`src/rtl/rcapp_pkg.sv`:
```
// Package: shared state encoding and the fixed circulant wiring of the
// parity-check matrix. Assumes P is prime and the shift of block (i,j)
// is i*j mod P, which keeps short cycles out of the Tanner graph.
package rcapp_pkg;

    typedef enum logic [2:0] {
        ST_IDLE, ST_LOAD, ST_CHK, ST_VAR, ST_SYN, ST_DONE
    } dec_state_t;

    // Variable index reached by edge j of check slot a in block row i.
    function automatic int var_of(input int i, input int j, input int a, input int p);
        return j * p + ((a + i * j) % p);
    endfunction

    // Check slot within block row i that touches position b of block column j.
    function automatic int slot_of(input int i, input int j, input int b, input int p);
        return (b - ((i * j) % p) + p) % p;
    endfunction

endpackage

```
`src/rtl/rcapp_check_unit.sv`:
```
// Check node: from the hard bits and reliabilities of its C neighbours it
// forms, per edge, the attenuated minimum of the others and the XOR of the
// others. These are registered when en is high. par_all is the
// combinational parity of all neighbours (one syndrome bit).
module rcapp_check_unit #(
    parameter int C     = 5,
    parameter int MAG_W = 4
) (
    input  logic                       clk,
    input  logic                       rst_n,
    input  logic                       en,
    input  logic [C-1:0]               z_in,
    input  logic [C-1:0][MAG_W-1:0]    m_in,
    output logic [C-1:0][MAG_W-1:0]    mag_q,
    output logic [C-1:0]               par_q,
    output logic                       par_all
);

    localparam int TW = MAG_W + 2;

    logic [C-1:0][MAG_W-1:0] mag_n;
    logic [C-1:0]            par_n;

    // Parity over all neighbours, reused as the syndrome bit.
    always_comb par_all = ^z_in;

    // Per-edge exclusive minimum scaled by 3/8 with rounding, plus exclusive parity.
    always_comb begin
        for (int j = 0; j < C; j++) begin
            logic [MAG_W-1:0] mn;
            logic [TW-1:0]    tri3;
            mn = '1;
            for (int k = 0; k < C; k++) begin
                if (k != j && m_in[k] < mn) mn = m_in[k];
            end
            tri3     = TW'(mn) + TW'({mn, 1'b0}) + TW'(4);
            mag_n[j] = MAG_W'(tri3 >> 3);
            par_n[j] = par_all ^ z_in[j];
        end
    end

    // Edge message registers.
    always_ff @(posedge clk) begin
        if (!rst_n) begin
            mag_q <= '0;
            par_q <= '0;
        end else if (en) begin
            mag_q <= mag_n;
            par_q <= par_n;
        end
    end

endmodule

```
`src/rtl/rcapp_var_unit.sv`:
```
// Variable node: keeps a hard bit and a saturating reliability. On init it
// loads both from the channel LLR (sign-magnitude). On en it adds the
// channel magnitude and R signed votes. The hard bit becomes channel sign
// XOR (sum<0) and the reliability becomes |sum| saturated.
// Assumes LLR_W-1 <= MAG_W.
module rcapp_var_unit #(
    parameter int R     = 3,
    parameter int MAG_W = 4,
    parameter int LLR_W = 4
) (
    input  logic                       clk,
    input  logic                       rst_n,
    input  logic                       init,
    input  logic                       en,
    input  logic [LLR_W-1:0]           llr,
    input  logic [R-1:0][MAG_W-1:0]    vmag,
    input  logic [R-1:0]               vpar,
    output logic                       z_q,
    output logic [MAG_W-1:0]           m_q
);

    localparam int SW = MAG_W + $clog2(R + 1) + 1;

    logic             ch_bit;
    logic [LLR_W-2:0] ch_mag;
    logic [SW-1:0]    acc;
    logic [SW-1:0]    absv;
    logic             neg;
    logic [MAG_W-1:0] sat;

    assign ch_bit = llr[LLR_W-1];
    assign ch_mag = llr[LLR_W-2:0];

    // Channel magnitude plus agreeing votes minus disagreeing votes.
    always_comb begin
        acc = SW'(ch_mag);
        for (int r = 0; r < R; r++) begin
            if (vpar[r] == ch_bit) acc = acc + SW'(vmag[r]);
            else                   acc = acc - SW'(vmag[r]);
        end
        neg  = acc[SW-1];
        absv = neg ? (~acc + SW'(1)) : acc;
        sat  = (|absv[SW-1:MAG_W]) ? '1 : absv[MAG_W-1:0];
    end

    // Hard bit and reliability registers.
    always_ff @(posedge clk) begin
        if (!rst_n) begin
            z_q <= 1'b0;
            m_q <= '0;
        end else if (init) begin
            z_q <= ch_bit;
            m_q <= MAG_W'(ch_mag);
        end else if (en) begin
            z_q <= ch_bit ^ neg;
            m_q <= sat;
        end
    end

endmodule

```
`src/rtl/rcapp_ctrl.sv`:
```
// Sequencer: idle -> load -> (check -> variable -> syndrome)* -> done.
// One cycle per state for the whole frame. Stops on a zero syndrome or
// after MAX_ITER iterations and records whether the syndrome was zero.
module rcapp_ctrl
    import rcapp_pkg::*;
#(
    parameter int MAX_ITER = 8
) (
    input  logic clk,
    input  logic rst_n,
    input  logic start,
    input  logic synd_zero,
    output logic capture,
    output logic init,
    output logic chk_en,
    output logic var_en,
    output logic busy,
    output logic done,
    output logic converged
);

    localparam int IT_W = $clog2(MAX_ITER + 1);
    localparam logic [IT_W-1:0] LAST_IT = IT_W'(MAX_ITER - 1);

    dec_state_t      state, state_n;
    logic [IT_W-1:0] iter;

    // Phase strobes decoded from the state.
    always_comb begin
        capture = (state == ST_IDLE) && start;
        init    = (state == ST_LOAD);
        chk_en  = (state == ST_CHK);
        var_en  = (state == ST_VAR);
        busy    = (state != ST_IDLE);
        done    = (state == ST_DONE);
    end

    // Next-state selection.
    always_comb begin
        state_n = state;
        unique case (state)
            ST_IDLE: if (start) state_n = ST_LOAD;
            ST_LOAD: state_n = ST_CHK;
            ST_CHK:  state_n = ST_VAR;
            ST_VAR:  state_n = ST_SYN;
            ST_SYN:  state_n = (synd_zero || iter == LAST_IT) ? ST_DONE : ST_CHK;
            ST_DONE: state_n = ST_IDLE;
            default: state_n = ST_IDLE;
        endcase
    end

    // State, iteration counter and converged flag.
    always_ff @(posedge clk) begin
        if (!rst_n) begin
            state     <= ST_IDLE;
            iter      <= '0;
            converged <= 1'b0;
        end else begin
            state <= state_n;
            if (capture) begin
                iter      <= '0;
                converged <= 1'b0;
            end else if (state == ST_SYN) begin
                iter <= iter + IT_W'(1);
                if (synd_zero) converged <= 1'b1;
            end
        end
    end

endmodule

```
`src/rtl/rcapp_decoder.sv`:
```
// Top: reduced-complexity LDPC decoder for a P*R by P*C quasi-cyclic code.
// Captures the LLR frame on an accepted start, runs all check nodes in one
// cycle and all variable nodes in the next, then tests the syndrome.
// Assumes a fully parallel datapath is affordable for the small default code.
module rcapp_decoder
    import rcapp_pkg::*;
#(
    parameter int P        = 5,
    parameter int R        = 3,
    parameter int C        = 5,
    parameter int LLR_W    = 4,
    parameter int MAG_W    = 4,
    parameter int MAX_ITER = 8
) (
    input  logic                   clk,
    input  logic                   rst_n,
    input  logic                   start,
    input  logic [P*C*LLR_W-1:0]   llr_in,
    output logic                   busy,
    output logic                   done,
    output logic                   converged,
    output logic [P*C-1:0]         bits_out
);

    localparam int N = P * C;
    localparam int M = P * R;

    logic                         capture, init, chk_en, var_en;
    logic [N*LLR_W-1:0]           llr_q;
    logic [N-1:0]                 z_q;
    logic [N-1:0][MAG_W-1:0]      m_q;
    logic [M-1:0][C-1:0]          chk_z;
    logic [M-1:0][C-1:0][MAG_W-1:0] chk_m;
    logic [M-1:0][C-1:0][MAG_W-1:0] edge_mag;
    logic [M-1:0][C-1:0]          edge_par;
    logic [M-1:0]                 synd;
    logic [N-1:0][R-1:0][MAG_W-1:0] vin_mag;
    logic [N-1:0][R-1:0]          vin_par;

    // Frame capture on an accepted start.
    always_ff @(posedge clk) begin
        if (!rst_n)       llr_q <= '0;
        else if (capture) llr_q <= llr_in;
    end

    rcapp_ctrl #(.MAX_ITER(MAX_ITER)) u_ctrl (
        .clk       (clk),
        .rst_n     (rst_n),
        .start     (start),
        .synd_zero (~|synd),
        .capture   (capture),
        .init      (init),
        .chk_en    (chk_en),
        .var_en    (var_en),
        .busy      (busy),
        .done      (done),
        .converged (converged)
    );

    // Check nodes: one per row of the parity-check matrix.
    for (genvar i = 0; i < R; i++) begin : g_brow
        for (genvar a = 0; a < P; a++) begin : g_slot
            localparam int CI = i * P + a;
            for (genvar j = 0; j < C; j++) begin : g_edge
                localparam int VI = var_of(i, j, a, P);
                assign chk_z[CI][j] = z_q[VI];
                assign chk_m[CI][j] = m_q[VI];
            end
            rcapp_check_unit #(.C(C), .MAG_W(MAG_W)) u_chk (
                .clk     (clk),
                .rst_n   (rst_n),
                .en      (chk_en),
                .z_in    (chk_z[CI]),
                .m_in    (chk_m[CI]),
                .mag_q   (edge_mag[CI]),
                .par_q   (edge_par[CI]),
                .par_all (synd[CI])
            );
        end
    end

    // Variable nodes: one per column, fed by one edge per block row.
    for (genvar j = 0; j < C; j++) begin : g_bcol
        for (genvar b = 0; b < P; b++) begin : g_pos
            localparam int VI = j * P + b;
            for (genvar i = 0; i < R; i++) begin : g_in
                localparam int CI = i * P + slot_of(i, j, b, P);
                assign vin_mag[VI][i] = edge_mag[CI][j];
                assign vin_par[VI][i] = edge_par[CI][j];
            end
            rcapp_var_unit #(.R(R), .MAG_W(MAG_W), .LLR_W(LLR_W)) u_var (
                .clk   (clk),
                .rst_n (rst_n),
                .init  (init),
                .en    (var_en),
                .llr   (llr_q[VI*LLR_W +: LLR_W]),
                .vmag  (vin_mag[VI]),
                .vpar  (vin_par[VI]),
                .z_q   (z_q[VI]),
                .m_q   (m_q[VI])
            );
        end
    end

    assign bits_out = z_q;

endmodule

```
`config.mk`:
```
export PLATFORM = sky130hd
export DESIGN_NAME = rcapp_decoder
export DESIGN_NICKNAME = d
export VERILOG_FILES = /design/src/rtl/rcapp_pkg.sv /design/src/rtl/rcapp_check_unit.sv /design/src/rtl/rcapp_var_unit.sv /design/src/rtl/rcapp_ctrl.sv /design/src/rtl/rcapp_decoder.sv
export SDC_FILE = /design/constraint.sdc
export NUM_CORES = 2
export LEC_CHECK = 0
export BUFFER_PORTS_ARGS = -buffer_cell sky130_fd_sc_hd__buf_4
export CORE_UTILIZATION = 45
export CTS_CLUSTER_SIZE = 24
export DETAILED_ROUTE_END_ITERATION = 10
export HOLD_SLACK_MARGIN = 0.1
export SLEW_MARGIN = 20
export SYNTH_ARGS = -nofsm -noshare
export SYNTH_HDL_FRONTEND = slang
export SYNTH_SLANG_ARGS = --single-unit
```
`constraint.sdc`:
```
create_clock -name clk -period 8.46 [get_ports clk]
set_input_delay 2.538 -clock clk [delete_from_list [all_inputs] [get_ports clk]]
set_output_delay 2.538 -clock clk [all_outputs]
set_load 0.03 [all_outputs]
```
==> implementation parameters <==
Parameter                              Value

Critical path
  Element type at the critical path start    flip-flop
  Crit-path most repeated cell    ha_1
  Top cell family by delay on the critical path    compound AO/OA/AOI/OAI gates
  Kind of end point of the critical path    flip-flop
  Critical path data arrival time    7.51 ns
  Maximum fanout along the worst path    7
  Buffering stage count on the worst path with inverters included    3
  Worst-path cell with the longest stage delay    dfxtp_1
  Required time at the endpoint of the critical path    between 9 and 10 ns
  Crit-path max cell delay    slightly below 0.7 ns
  Worst Setup Path Type    flip-flop to flip-flop

Timing
  RSZ-0062 raised after global routing    false
  Actual transition at the worst max-transition pin    1.225 ns
  Final setup slack of the worst path    roughly 1.6 ns
  Slew Limit Fails    0
  Worst slew margin relative to its limit    between 10% and 20%
  Final-report hold violation count    0
  Post-layout min period    approximately 6.9 ns
  Period utilization    between 80 and 90%
  Max Clock Skew    ~0.068 ns
  Setup violation total in the final timing report    0
  Maximum frequency from static timing analysis    around 150 MHz
  Aggregate negative setup slack    0 ns

Pwr
  Worst IR Drop VDD    between 200 and 250 uV
  Power per cell area    232.9 mW/mm2
  Leakage power figure    ~38 nW

Synthesis
  Main flop type after synthesis    dfxtp_1
  Syn. warnings    0
  Post-Syn Nets    11360
  Average cell area after synthesis    roughly 7.8 um2
  Post-synthesis sequential area ratio    approximately 14%
  Post-synth ARST share    0%
  Gate count after technology mapping    between 9000 and 10000
  Cell area after synthesis    0.07472 mm2
  Post-synthesis register bit count    between 500 and 600
  Distinct cells, synth    100
  Count of flip-flops with a built-in enable after synthesis    0

Finish
  Non-filler cells, final    around 12000
  Area Overhead vs Synth    8.336%
  Net count of the finished layout    between 10000 and 15000
  Proportion of layout cells with a drive suffix above 1    around 6.1%
  Highest-count cells in the layout ignoring fill and taps    ha_1 (1449), inv_1 (1000), a21oi_1 (987)
  Leading cell type in the layout, fill and taps excluded    ha_1

Place
  Number of instances in the placed design    around 12000
  Count of port buffers added during placement    between 100 and 150
  Half-perimeter wire length after detailed placement    about 230 mm
  GPL Wtd Cong    between 1 and 1.5
  Placement Setup Slack    1.932 ns

Run status
  Result of the run    finished, violations left
  Violated checks    design-rule violations

Die
  Num ports    131
  Core outline area    around 0.16 mm2
  Floorplan die width    roughly 410 um
  Vertical die dimension    between 400 and 500 um
  Cell row count    between 100 and 150
  Die outline area    approximately 0.17 mm2
  Initial core utilization    45.29%

CTS
  Maximum clock path buffer count    3
  TritonCTS clock tree    done
  Postcts setup bufs    0
  CTS root buffer    clkbuf_16
  Clock Pin Slew Worst Setup and Hold Paths    0.06 ns
  Level count of the clock H-tree    3
  CTS-repair resized insts    0
  TritonCTS Buffers    between 70 and 80
  CTS Hold Buffers Added    0
  Clock sink count    533
  Clock latency on the worst-skew pair    around 0.74 ns

Flow run
  # Max-Cap Violations    0

Route
  Detailed-routing iteration count for the pre-antenna-repair pass    11
  Vias after detailed routing    approximately 70000
  Final routed wirelength across all metal layers    301.6 mm
  Avg WL per Cell    roughly 25 um
  Residual DRC    between 50 and 60
  First-iteration detailed-routing DRC count    6479
  DR vias/cell    slightly above 6
  Remaining number of nets flagged by the antenna check after routing    0

Global routing
  Antenna violations before repair    25
  Overall Global Routing Usage    a little over a third
  Number of global-route vias before repair    67890
  Global-route wire length before repair    around 440 mm
  Maximum number of pins on one net before global-route repair    roughly 170
  Aggregate global routing overflow    0

Min path
  Path type of the worst min-delay path    flip-flop to flip-flop
==> synth_stat cells (all sizes together), types with 221 or more instances <==
cell	n	share of area (%)
xor2	292	3.4
inv	1005	5.0
clkbuf	302	1.5
nand2	874	4.4
mux2i	222	3.0
xnor2	397	4.7
ha	1449	24
dfxtp	533	14
nor2	848	4.3
a21oi	990	6.6
a211oi	221	2.2
o21ai	486	3.3
==> sequential cells by signal, indices dropped and copies added, names as in the netlist <==
| name | flops |
|---|---|
| llr_q | 100 |
| g_bcol.g_pos.u_var.m_q | 100 |
| g_brow.g_slot.u_chk.par_q | 75 |
| g_brow.g_slot.u_chk.mag_q | 225 |
| u_ctrl.converged | 1 |
| g_bcol.g_pos.u_var.z_q | 25 |
| u_ctrl.state | 3 |
| u_ctrl.iter | 4 |
==> cell type report <==
cell class                 count  area, um2
timing repair buffer         286       2235
sequential                   533      10680
clock inverter                38      594.3
clock buffer                  99       2100
tap                         2189       2739
inverter                    1007       3787
fill                       16060      84040
multi-input combinational   7718      58800
antenna                        6      15.01
==> metal layers <==
metal / up-vias / wire [um] / GRT usage [%] / share of wire [%]
li1: 33550 / - / - / -
met1: 34460 / 127500 / 45.70 / 42
met2: 2920 / 127200 / 53.52 / 42
met3: 705 / 28340 / 7.108 / 9.4
met4: 18 / 18440 / 18.44 / 6.1
met5: - / 115 / 0 / 0.038
==> kinds of logic (layout without fill, tap and decap cells) <==
kind of cell    Yosys count  in the layout  share of synthesized area, %
other cells               0              6                             0
simple gates           2365           2365                         13.86
compound gates         2722           2722                         23.24
buf+inv                1386           1430                         7.162
fa+ha+maj              1641           1641                         29.18
mux                     299            299                         4.140
xor+xnor                691            691                         8.137
flops                   533            533                         14.28
==> tightest hold or removal path, cell delays in order, from the launching register on <==
cell and delay [ns]:
dfxtp_1 0.31, nand2_1 0.05, a21oi_1 0.05
==> report_power, final <==
part           leakage, nW  switching [W]  internal, W  total [W]
clock network         1.28        0.00151      0.00208    0.00359
registers             4.35       0.000523      0.00278    0.00330
logic                 32.3        0.00740      0.00456     0.0120
total                 37.9        0.00944      0.00942     0.0189
==> worst paths after layout <==
check,startpoint,to,cells past startpoint,slack [ns]
setup reg to reg,g_bcol[0].g_pos[3].u_var.m_q[2],g_brow[2].g_slot[3].u_chk.mag_q[17],25,1.58
hold reg to reg,g_brow[1].g_slot[0].u_chk.mag_q[13],g_brow[1].g_slot[0].u_chk.mag_q[13],2,0.45
hold / removal,g_brow[1].g_slot[0].u_chk.mag_q[13],g_brow[1].g_slot[0].u_chk.mag_q[13],2,0.45
setup / recovery,g_bcol[0].g_pos[3].u_var.m_q[2],g_brow[2].g_slot[3].u_chk.mag_q[17],25,1.58
==> through the flow <==
step | area [um2] | power [W] | util [%] | hold WS, ns
after floorplan | 74720 | 0.01152 | - | 0.4319
after global placement | 78220 | 0.01467 | 47.41 | 0.4387
after detailed placement | 78220 | 0.01497 | 47.41 | 0.4444
after CTS | 80920 | 0.01864 | 49.04 | 0.4548
final | 80950 | 0.01885 | 49.06 | 0.4520
after global routing | 80930 | 0.02023 | 49.05 | 0.4650
No activity file was read; power rests on OpenSTA's default activity.
